[src/rtl/mbx_pkg.sv]
package mbx_pkg;
  localparam int NUM_CH   = 3;
  localparam int SEL_W    = 2;
  localparam int STAT_W   = 16;
  localparam int REP_LSB  = 10;
  localparam int CMD_LSB  = 13;

  typedef logic [NUM_CH-1:0] ch_vec_t;

  // Place the six handshake flags at their fixed status positions.
  function automatic logic [STAT_W-1:0] pack_status(ch_vec_t rep_idle, ch_vec_t cmd_unread);
    logic [STAT_W-1:0] s;
    s = '0;
    for (int i = 0; i < NUM_CH; i++) begin
      s[REP_LSB+i] = rep_idle[i];
      s[CMD_LSB+i] = cmd_unread[i];
    end
    return s;
  endfunction

  // A reply flag of 0 means a fresh reply is waiting.
  function automatic logic reply_pending(ch_vec_t en, ch_vec_t rep_idle);
    return |(en & ~rep_idle);
  endfunction
endpackage

[src/rtl/mbx_sel_decode.sv]
module mbx_sel_decode
  import mbx_pkg::*;
(
  input  logic             clk,
  input  logic             rst_n,
  input  logic [SEL_W-1:0] sel,
  input  logic             strobe,
  output ch_vec_t          hit
);
  always_comb begin
    hit = '0;
    for (int i = 0; i < NUM_CH; i++)
      if (strobe && sel == SEL_W'(i)) hit[i] = 1'b1;
  end


  bad_sel_chk: assert property (@(posedge clk) disable iff (!rst_n)
    (sel >= SEL_W'(NUM_CH)) |-> (hit == '0));


  one_hit_chk: assert property (@(posedge clk) disable iff (!rst_n)
    $onehot0(hit));
endmodule

[src/rtl/mbx_cmd_slot.sv]
module mbx_cmd_slot #(
  parameter int DATA_W = 16
) (
  input  logic              clk,
  input  logic              rst_n,
  input  logic              wr_en,
  input  logic [DATA_W-1:0] wr_data,
  input  logic              rd_en,
  output logic [DATA_W-1:0] data_o,
  output logic              unread_o
);
  always_ff @(posedge clk or negedge rst_n) begin
    if (!rst_n) begin
      data_o   <= '0;
      unread_o <= 1'b1;
    end else if (wr_en) begin
      data_o   <= wr_data;
      unread_o <= 1'b1;
    end else if (rd_en) begin
      unread_o <= 1'b0;
    end
  end


  cmd_write_chk: assert property (@(posedge clk) disable iff (!rst_n)
    wr_en |=> (unread_o && data_o == $past(wr_data)));


  cmd_consume_chk: assert property (@(posedge clk) disable iff (!rst_n)
    (rd_en && !wr_en) |=> !unread_o);


  cmd_hold_chk: assert property (@(posedge clk) disable iff (!rst_n)
    (!rd_en && !wr_en) |=> ($stable(unread_o) && $stable(data_o)));
endmodule

[src/rtl/mbx_reply_slot.sv]
module mbx_reply_slot #(
  parameter int DATA_W = 16
) (
  input  logic              clk,
  input  logic              rst_n,
  input  logic              wr_en,
  input  logic [DATA_W-1:0] wr_data,
  input  logic              rd_en,
  output logic [DATA_W-1:0] data_o,
  output logic              idle_o
);
  always_ff @(posedge clk or negedge rst_n) begin
    if (!rst_n) begin
      data_o <= '0;
      idle_o <= 1'b1;
    end else if (wr_en) begin
      data_o <= wr_data;
      idle_o <= 1'b0;
    end else if (rd_en) begin
      idle_o <= 1'b1;
    end
  end


  rep_write_chk: assert property (@(posedge clk) disable iff (!rst_n)
    wr_en |=> (!idle_o && data_o == $past(wr_data)));


  rep_collect_chk: assert property (@(posedge clk) disable iff (!rst_n)
    (rd_en && !wr_en) |=> idle_o);


  rep_hold_chk: assert property (@(posedge clk) disable iff (!rst_n)
    (!rd_en && !wr_en) |=> ($stable(idle_o) && $stable(data_o)));
endmodule

[src/rtl/hdsp_mailbox.sv]
module hdsp_mailbox
  import mbx_pkg::*;
#(
  parameter int DATA_W = 16
) (
  input  logic                 clk,
  input  logic                 rst_n,
  input  logic [1:0]           host_ch,
  input  logic                 host_cmd_wr,
  input  logic [DATA_W-1:0]    host_wdata,
  input  logic                 host_rep_rd,
  output logic [DATA_W-1:0]    host_rep_rdata,
  input  logic [1:0]           dsp_ch,
  input  logic                 dsp_cmd_rd,
  output logic [DATA_W-1:0]    dsp_cmd_rdata,
  input  logic                 dsp_rep_wr,
  input  logic [DATA_W-1:0]    dsp_wdata,
  input  logic [2:0]           irq_en,
  output logic [15:0]          status,
  output logic                 reply_irq
);
  ch_vec_t host_wr_hit, host_rd_hit, dsp_rd_hit, dsp_wr_hit;
  ch_vec_t cmd_unread, rep_idle;
  logic [DATA_W-1:0] cmd_q [NUM_CH];
  logic [DATA_W-1:0] rep_q [NUM_CH];

  mbx_sel_decode u_dec_hw (.clk, .rst_n, .sel(host_ch), .strobe(host_cmd_wr), .hit(host_wr_hit));
  mbx_sel_decode u_dec_hr (.clk, .rst_n, .sel(host_ch), .strobe(host_rep_rd), .hit(host_rd_hit));
  mbx_sel_decode u_dec_dr (.clk, .rst_n, .sel(dsp_ch),  .strobe(dsp_cmd_rd),  .hit(dsp_rd_hit));
  mbx_sel_decode u_dec_dw (.clk, .rst_n, .sel(dsp_ch),  .strobe(dsp_rep_wr),  .hit(dsp_wr_hit));

  for (genvar c = 0; c < NUM_CH; c++) begin : g_ch
    mbx_cmd_slot #(.DATA_W(DATA_W)) u_cmd (
      .clk, .rst_n,
      .wr_en(host_wr_hit[c]), .wr_data(host_wdata),
      .rd_en(dsp_rd_hit[c]),
      .data_o(cmd_q[c]), .unread_o(cmd_unread[c])
    );
    mbx_reply_slot #(.DATA_W(DATA_W)) u_rep (
      .clk, .rst_n,
      .wr_en(dsp_wr_hit[c]), .wr_data(dsp_wdata),
      .rd_en(host_rd_hit[c]),
      .data_o(rep_q[c]), .idle_o(rep_idle[c])
    );
  end

  always_comb begin
    host_rep_rdata = '0;
    dsp_cmd_rdata  = '0;
    for (int i = 0; i < NUM_CH; i++) begin
      if (host_ch == SEL_W'(i)) host_rep_rdata = rep_q[i];
      if (dsp_ch  == SEL_W'(i)) dsp_cmd_rdata  = cmd_q[i];
    end
  end

  assign status    = pack_status(rep_idle, cmd_unread);
  assign reply_irq = reply_pending(irq_en, rep_idle);


  irq_masked_chk: assert property (@(posedge clk) disable iff (!rst_n)
    (irq_en == '0) |-> !reply_irq);


  irq_idle_chk: assert property (@(posedge clk) disable iff (!rst_n)
    (&rep_idle) |-> !reply_irq);


  low_bits_chk: assert property (@(posedge clk) disable iff (!rst_n)
    status[REP_LSB-1:0] == '0);
endmodule

[config.mk]
export PLATFORM = sky130hd
export DESIGN_NAME = hdsp_mailbox
export DESIGN_NICKNAME = d
export VERILOG_FILES = /design/src/rtl/mbx_pkg.sv /design/src/rtl/mbx_sel_decode.sv /design/src/rtl/mbx_cmd_slot.sv /design/src/rtl/mbx_reply_slot.sv /design/src/rtl/hdsp_mailbox.sv
export SDC_FILE = /design/constraint.sdc
export NUM_CORES = 1
export LEC_CHECK = 0
export ABC_AREA = 1
export BUFFER_PORTS_ARGS = -buffer_cell sky130_fd_sc_hd__buf_4
export CORE_MARGIN = 10
export CORE_UTILIZATION = 50
export CTS_CLUSTER_SIZE = 40
export DETAILED_ROUTE_END_ITERATION = 16
export GPL_TIMING_DRIVEN = 0
export PLACE_DENSITY = 0.76
export SKIP_CTS_REPAIR_TIMING = 1
export SYNTH_ARGS = -nofsm -noshare
export SYNTH_HDL_FRONTEND = slang
export SYNTH_SLANG_ARGS = --single-unit
[constraint.sdc]
create_clock -name clk -period 0.8 [get_ports clk]
set_input_delay 0.08 -clock clk [delete_from_list [all_inputs] [get_ports clk]]
set_output_delay 0.08 -clock clk [all_outputs]
set_load 0.05 [all_outputs]
==> flow_summary.toml, run 1 <==
[sta]
fin_worst_skew_ns = 0
post-route-period-util_pct = 171
period_needed_ns = 1.37
setup_ws_ns = -0.568
slew_headroom_pct = 66.6
rsz0062_at_grt = "true"
max_clock_freq_ghz = 0.731
maxSlewViolCount = 0
worst_slew_pin_slew_ns = 0.501
fin_setup_tns_ns = -15.20
hold_viol = 0
setup_viol = 41
timing.hold.ws_ns = 0.0404

[grt]
grt_max_degree = 103
antenna_found_initial = 0
overflow = 0
grt_usage_pct = 18.9
grt_first_pass_wirelength_um = 20400
grt_pass1_vias = 4243

[clock_network]
cts_buffer_depth = 2
cts.sinks = 102
cts_made_buffers = 9
clkLatencyLatePin_ns = 0.36
cts_max_level = 3
cts_tree = "yes"
root_buffer = "clkbuf_8"
clkTransAtPathRegs_ns = 0.11

[power_and_ir_drop]
pwr_density_cell_nw_per_um2 = 2130
p_leak_uw = 0.00398
ir_worst_vdd_mv = 1.31

[placement]
port_buffers = 83
preCtsSetupSlack_ns = -0.512
gp_congestion = 0.828
placed_cells = 812
hpwl_um = 8750

[routing]
drc = 0
drt_iter0_drc = 298
ant_nets = 0
routedWlPerCell_um = 15.8
finalWirelength_um = 14500
avgViaCountPerCell = 5.11
drtPass1Iterations = 5
vias = 4665

[worst_setup_path]
worst-r2r-cell-count = 3
path_class = "reg -> out"
reg2reg_to = "g_ch[0].u_rep.idle_o"
crit_required_ns = 0.72
cp.arrival_ns = 1.29
r2r_slack_ns = -0.10
cp-end-kind = "output pin"
critPathLaunchType = "flop"
timing.rr.start = "g_ch[0].u_rep.idle_o"
cp_max_fo = 2

[logic_synthesis]
synth_cell_types = 16
synthCells = 609
synth_area_um2 = 4700
ys_warn_count = 0
syn_avg_cell_area_um2 = 7.72
ys_seq_area_share_pct = 54.5
ys_ff_latch = 102

[final_layout]
finalNonFillerCells = 913
area_growth_pct = 55.8
drive_above_1_share_pct = 39.3
layout_common_cells = "nand2_1 (321), buf_4 (111), dfrtp_1 (96)"
nets = 842
layout_commonest_cell = "nand2_1"
diodes = 0

[worst_hold_path]
whs_endpoint = "g_ch[0].u_rep.idle_o"
min_from = "host_ch[1]"
whs_path_depth = 4
hp-class = "in -> reg"

[floorplanning]
design.die.area_um2 = 13700
ioPinCount = 94
die_y_um = 117
fp.dieW_um = 117
start_util_pct = 51.1
core_um2 = 9200
num_rows = 35

[run_status]
status = "finished with violations"
violations = "negative setup slack"

[run]
drv_cap = 0
## worst max-delay path by stage
stage,startpoint,end,cells after the start
floorplan,g_ch[0].u_rep.idle_o,reply_irq,3
global placement,dsp_ch[0],dsp_cmd_rdata[10],6
detailed placement,dsp_ch[0],dsp_cmd_rdata[8],6
CTS,g_ch[0].u_rep.idle_o,reply_irq,4
global route,g_ch[0].u_rep.idle_o,reply_irq,4
finish,g_ch[0].u_rep.idle_o,reply_irq,4
## stage by stage
step                area, µm²  total power, µW  utilization [%]
floorplan                5080             9120                -
global placement         5840            10200             63.5
detailed placement       5840            10300             63.5
global route             7320            16300             79.6
finish                   7320            15600             79.6
CTS                      6090            14300             66.2
## registers in the layout (all words and copies together) (netlist names)
signal / cells
g_ch.u_cmd.unread_o: 3
g_ch.u_rep.idle_o: 3
g_ch.u_cmd.data_o: 48
g_ch.u_rep.data_o: 48
## cell type report
type                            instances  area (µm²)
Fill cell                             596        1870
Inverter                               12        45.0
Tap cell                              111         139
Buffer                                 36         294
Sequential cell                       102        2560
Clock inverter                          5         106
Timing Repair Buffer                  169        1620
Multi-Input combinational cell        467        2420
Clock buffer                           11         141
## routing by layer
metal  vias up  wire length [µm]  GRT usage [%]
met4         0               134           5.85
met2       152              7790           31.7
met5         -                 0              0
li1       2221                 -              -
met1      2278              5590           23.4
met3        14               955           4.79
## cells in the mapped netlist
cell type  count  area share, %
conb_1         1          0.080
nand2_2        6           0.80
inv_1          7           0.56
dfrtp_1       96             51
buf_2         16            1.7
o21ai_0        2           0.21
nor2_4         5            1.2
nand2_1      386             31
buf_4         18            2.9
dfstp_2        6            3.4
nand3_1       51            5.4
a21oi_1        1           0.11
buf_6          2           0.48
inv_2          5           0.40
clkbuf_1       1          0.080
nor2_2         6           0.80
## cell families after synthesis
group                  Yosys count  synth area share [%]
AND/OR/NAND/NOR                454                  39.0
flip-flops                     102                  54.5
buffers and inverters           49                  6.10
AO/OA/AOI/OAI                    3                 0.319
other                            1                0.0798
## where the power goes
part	internal [µW]	switching [µW]
combinational	2210	2860
sequential	6010	546
clock	2170	1810
## worst max-delay path: stages, from the launching register on
cell and delay [ns]:
dfstp_2 0.56, inv_2 0.04, nand2_2 0.08, nand3_4 0.08, buf_8 0.15
Power figures use the tool's default switching activity.
==> inputs of run 2 (changes only) <==
Settings changed: CORE_UTILIZATION 50 to 42, PLACE_DENSITY 0.76 to 0.66, SKIP_CTS_REPAIR_TIMING 1 to default.
==> run 2 against run 1 <==
Effect of this change:
- the run ends with negative hold slack, negative setup slack left
- die area is 16% higher
- total power is 2.9% lower
- via count is 2.0% lower
- critical path type unchanged
- non-clock buffer count stayed put
- largest cell class unchanged
- setup slack better by 0.030 ns
- utilization is 12 points lower
- clock-buffer cell count stayed put
- cell count is 3.2% higher
- fmax is 2.3% higher
==> flow_summary.toml, run 2 (synthesized netlist as in run 1, its figures left out) <==
[sta]
setup_ws_ns = -0.538
fin_worst_skew_ns = 0
maxSlewViolCount = 0
hold_viol = 96
period_needed_ns = 1.34
setup_viol = 44
timing.hold.ws_ns = -0.202
worst_slew_pin_slew_ns = 0.927
max_clock_freq_ghz = 0.748
post-route-period-util_pct = 167
slew_headroom_pct = 38.2
rsz0062_at_grt = "true"

[worst_setup_path]
crit_chain = "inv_2 -> nand2_2 -> nand3_4 -> buf_8"
r2r_slack_ns = -0.19
worst-path-buf-inv = 2
cp.arrival_ns = 1.26
cp-end-kind = "output pin"
timing.rr.start = "g_ch[1].u_rep.idle_o"
cp_slowest_cell = "dfstp_2"
path_depth = 4
cpLargestDelayFamily = "flip-flops"
crit_required_ns = 0.72
critPathLaunchType = "flop"
cp_max_fo = 2
reg2reg_to = "g_ch[1].u_rep.idle_o"
slowest_delay_ns = 0.55
path_class = "reg -> out"
worst-r2r-cell-count = 6

[placement]
port_buffers = 83
gp_congestion = 0.778
hpwl_um = 9220
preCtsSetupSlack_ns = -0.526
placed_area_um2 = 5880

[grt]
grt_max_degree = 103
antenna_found_initial = 0
overflow = 0
grt_usage_pct = 18.0
grt_pass1_vias = 4765
grt_first_pass_wirelength_um = 23700

[clock_network]
clkLatencyLatePin_ns = 0.37
cts_buffer_depth = 2
cts_made_buffers = 9
clkTransAtPathRegs_ns = 0.10
root_buffer = "clkbuf_8"
cts_tree = "yes"
cts_max_level = 3
cts.sinks = 102
hold_buffers = 34

[floorplanning]
fp.dieW_um = 126
ioPinCount = 94
die_y_um = 126
core_um2 = 10900
num_rows = 38
start_util_pct = 43.2
design.die.area_um2 = 15800

[final_layout]
top_regs = "g_ch.u_cmd.data_o: 48 flops, g_ch.u_rep.data_o: 48 flops"
layout_common_cells = "nand2_1 (311), buf_4 (112), dfrtp_1 (96)"
diodes = 0
layout_commonest_cell = "nand2_1"
area_growth_pct = 57.5
nets = 842
design_area_um2 = 7400
drive_above_1_share_pct = 40.6

[routing]
drc = 0
drtPass1Iterations = 5
ant_nets = 0
vias = 4574
avgViaCountPerCell = 4.86
drt_iter0_drc = 292
finalWirelength_um = 14500
routedWlPerCell_um = 15.4

[worst_hold_path]
hp-class = "in -> async"

[power_and_ir_drop]
p_leak_uw = 0.00398
pwr_density_cell_nw_per_um2 = 2050
ir_worst_vdd_mv = 1.33

[run_status]
violations = "negative hold slack, negative setup slack"
status = "finished with violations"

[run]
drv_cap = 0
-- run 2: cell count changes in the layout (fill, tap and decap cells not counted), moves of 2 or more --
cell	delta
buf_8	+10
nand2_1	-10
nand2_2	+8
buf_6	-7
clkbuf_4	-3
bufinv_16	-2
inv_6	+2
-- run 2: area by class of cell --
type	instances	area, µm²
Buffer	33	272
Clock buffer	11	141
Clock inverter	5	65.1
Fill cell	892	3480
Inverter	12	45.0
Multi-Input combinational cell	467	2460
Sequential cell	102	2560
Tap cell	140	175
Timing Repair Buffer	172	1680
-- run 2: layer usage --
| metal | part of all wire, % | track usage [%] | vias to the layer above | wire length [µm] |
|---|---|---|---|---|
| met5 | 0 | 0 | - | 0 |
| met4 | 0.81 | 4.09 | 0 | 117 |
| met3 | 6.0 | 4.57 | 14 | 864 |
| met2 | 53 | 32.8 | 126 | 7630 |
| met1 | 41 | 20.6 | 2219 | 5910 |
| li1 | - | - | 2215 | - |
-- run 2: how the worst max path moves through the flow --
stage | startpoint | to | slack, ns
after CTS | g_ch[0].u_rep.idle_o | reply_irq | -0.55
final | g_ch[0].u_rep.idle_o | reply_irq | -0.54
after floorplan | g_ch[0].u_rep.idle_o | reply_irq | -0.09
after global placement | dsp_ch[0] | dsp_cmd_rdata[10] | -0.49
after detailed placement | dsp_ch[0] | dsp_cmd_rdata[14] | -0.53
after global routing | g_ch[1].u_rep.idle_o | reply_irq | -0.58
-- run 2: through the flow --
| step | TNS [ns] | utilization (%) | std cells | total power [µW] |
|---|---|---|---|---|
| 2_1_floorplan | -0.0862 | - | 618 | 9120 |
| 3_3_place_gp | -85.87 | 54.0 | 841 | 10300 |
| 3_5_place_dp | -88.76 | 54.0 | 841 | 10400 |
| 4_1_cts | -15.54 | 64.5 | 910 | 14800 |
| 5_1_grt | -17.71 | 68.0 | 942 | 15900 |
| 6_report | -15.57 | 68.0 | 942 | 15100 |
-- run 2: worst register-to-register path, delay by kind of cell, from the launching register on --
| kind | cells | cell delay, ns |
|---|---|---|
| buffers and inverters | 4 | 0.31 |
| and+or+nand+nor | 2 | 0.08 |
| DFF | 1 | 0.55 |
-- run 2: timing repair --
action	CTS	global route
cloned	0	1
pin swaps	59	30
endpoints found under the setup margin	151	93
gates resized for setup	147	39
buffers inserted	22	34
endpoints found under the hold margin	194	96
-- run 2: where the power goes --
group | total [µW] | internal, µW | switching, µW
Combinational | 5160 | 2290 | 2870
Clock | 3440 | 1570 | 1870
Sequential | 6540 | 6010 | 533
==> inputs of run 3 (changes only) <==
Settings changed: CORE_ASPECT_RATIO from default to 1.1.
==> run 3 against run 2 <==
Effect of this change:
- the flow still finishes with violations (negative hold slack, negative setup slack)
- sequential power about the same
- largest cell class unchanged
- global-route usage increased by 0.17 points
- sequential share of layout area decreased by 0.053 points
- utilization decreased by 0.35 points
- via count decreased by 3.0%
- clock power increased by 18%
- die area about the same
==> flow_summary.toml, run 3 (synthesized netlist as in run 1, its figures left out) <==
[run_status]
status = "finished with violations"
violations = "negative hold slack, negative setup slack"

[sta]
timing.hold.ws_ns = -0.162
fin_worst_skew_ns = 0
hold_viol = 96
rsz0062_at_grt = "true"
worst_slew_pin_slew_ns = 0.954
period_needed_ns = 1.31
post-route-period-util_pct = 164
setup_viol = 40
slew_headroom_pct = 36.4
maxSlewViolCount = 0
max_clock_freq_ghz = 0.761
setup_ws_ns = -0.514

[final_layout]
area_growth_pct = 57.7
top_regs = "g_ch.u_cmd.data_o: 48 flops, g_ch.u_rep.data_o: 48 flops"
layout_commonest_cell = "nand2_1"
fin_util_pct = 67.6
fill_cells = 913
diodes = 0
nets = 828
drive_above_1_share_pct = 39.6
layout_common_cells = "nand2_1 (310), buf_4 (100), dfrtp_1 (96)"

[power_and_ir_drop]
pwr_density_cell_nw_per_um2 = 2110
ir_worst_vdd_mv = 1.10
p_leak_uw = 0.00397
total_power_uw = 15600

[worst_setup_path]
cp_max_fo = 2
cp.arrival_ns = 1.23
critPathLaunchType = "flop"
crit_required_ns = 0.72
path_class = "reg -> out"
cp-end-kind = "output pin"

[floorplanning]
ioPinCount = 94
die_y_um = 131
num_rows = 40
fp.dieW_um = 121
design.die.area_um2 = 15800
core_um2 = 11000
start_util_pct = 42.9

[clock_network]
cts_buffer_depth = 2
cts_made_buffers = 9
clkTransAtPathRegs_ns = 0.07
cts.sinks = 102
hold_buffers = 33
clkLatencyLatePin_ns = 0.34
root_buffer = "clkbuf_16"
cts_max_level = 3
cts_tree = "yes"

[routing]
routedWlPerCell_um = 15.2
ant_nets = 0
drt_iter0_drc = 235
drc = 0
drtPass1Iterations = 4
vias = 4438
finalWirelength_um = 14200
avgViaCountPerCell = 4.75

[grt]
antenna_found_initial = 0
overflow = 0
grt_usage_pct = 18.2
grt_pass1_vias = 4601
grt_max_degree = 103
grt_first_pass_wirelength_um = 23100

[placement]
port_buffers = 83
gp_congestion = 0.791
hpwl_um = 9050

[run]
drv_cap = 0

[worst_hold_path]
hp-class = "in -> async"
==> run 3: cell types whose count changed in the layout (fill, tap and decap cells not counted), sizes merged <==
cell,change
inv,-2
clkinvlp,+1
dlygate4sd3,-1
buf,-13
bufinv,-1
clkbuf,+1
clkinv,+1
==> run 3: final timing paths <==
kind | from | end | slack (ns) | cells past startpoint
worst max-delay path | g_ch[1].u_rep.idle_o | reply_irq | -0.51 | 4
worst min-delay path | rst_n | g_ch[0].u_cmd.data_o[0] | -0.16 | 1
worst max register to register | g_ch[1].u_rep.idle_o | g_ch[1].u_rep.idle_o | -0.09 | 5
worst min register to register | g_ch[0].u_cmd.data_o[2] | g_ch[0].u_cmd.data_o[2] | 0.47 | 2
max in group asynchronous | rst_n | g_ch[1].u_cmd.data_o[10] | 0.30 | 1
min in group clk | host_rep_rd | g_ch[0].u_rep.idle_o | 0 | 3
==> run 3: repair_timing <==
action | CTS | global route
endpoints found under the setup margin | 166 | 107
gates resized for setup | 138 | 52
hold endpoints to repair | 192 | 96
pin swaps | 43 | 43
setup buffers | 18 | 26
cloned | 0 | 1
==> run 3: worst max-delay path: stages (launching register included) <==
cell and delay [ns]:
dfstp_2 0.54, inv_2 0.04, nand2_2 0.08, nand3_4 0.07, buf_8 0.15
==> run 3: area by class of cell <==
class	instances	area [µm²]	area share, %
repair buffers	159	1610	21.8
flip-flops and latches	102	2560	34.5
multi-input cells	467	2470	33.3
inverters	12	50.0	0.675
clock buffers	12	246	3.32
plain buffers	32	269	3.63
clock inverters	4	22.5	0.304
well taps	147	184	2.48
==> run 3: routing by layer <==
metal	GRT usage, %	wire length (µm)
met1	22.0	6010
met2	31.3	7300
met3	3.52	633
met4	6.96	220
met5	0	0
==> run 3: stage by stage <==
step / cells / setup WS, ns / TNS, ns / instance area (µm²)
after floorplan: 618 / -0.0862 / -0.0862 / 5080
after global placement: 848 / -0.489 / -86.75 / 5890
after detailed placement: 848 / -0.502 / -90.18 / 5890
after CTS: 911 / -0.507 / -13.83 / 7030
after global routing: 935 / -0.558 / -15.39 / 7410
final: 935 / -0.514 / -13.78 / 7410
==> run 3: power by group <==
part / total (µW) / internal (µW) / switching [µW]
clock: 4060 / 2180 / 1880
sequential: 6560 / 6020 / 545
combinational: 5010 / 2190 / 2820
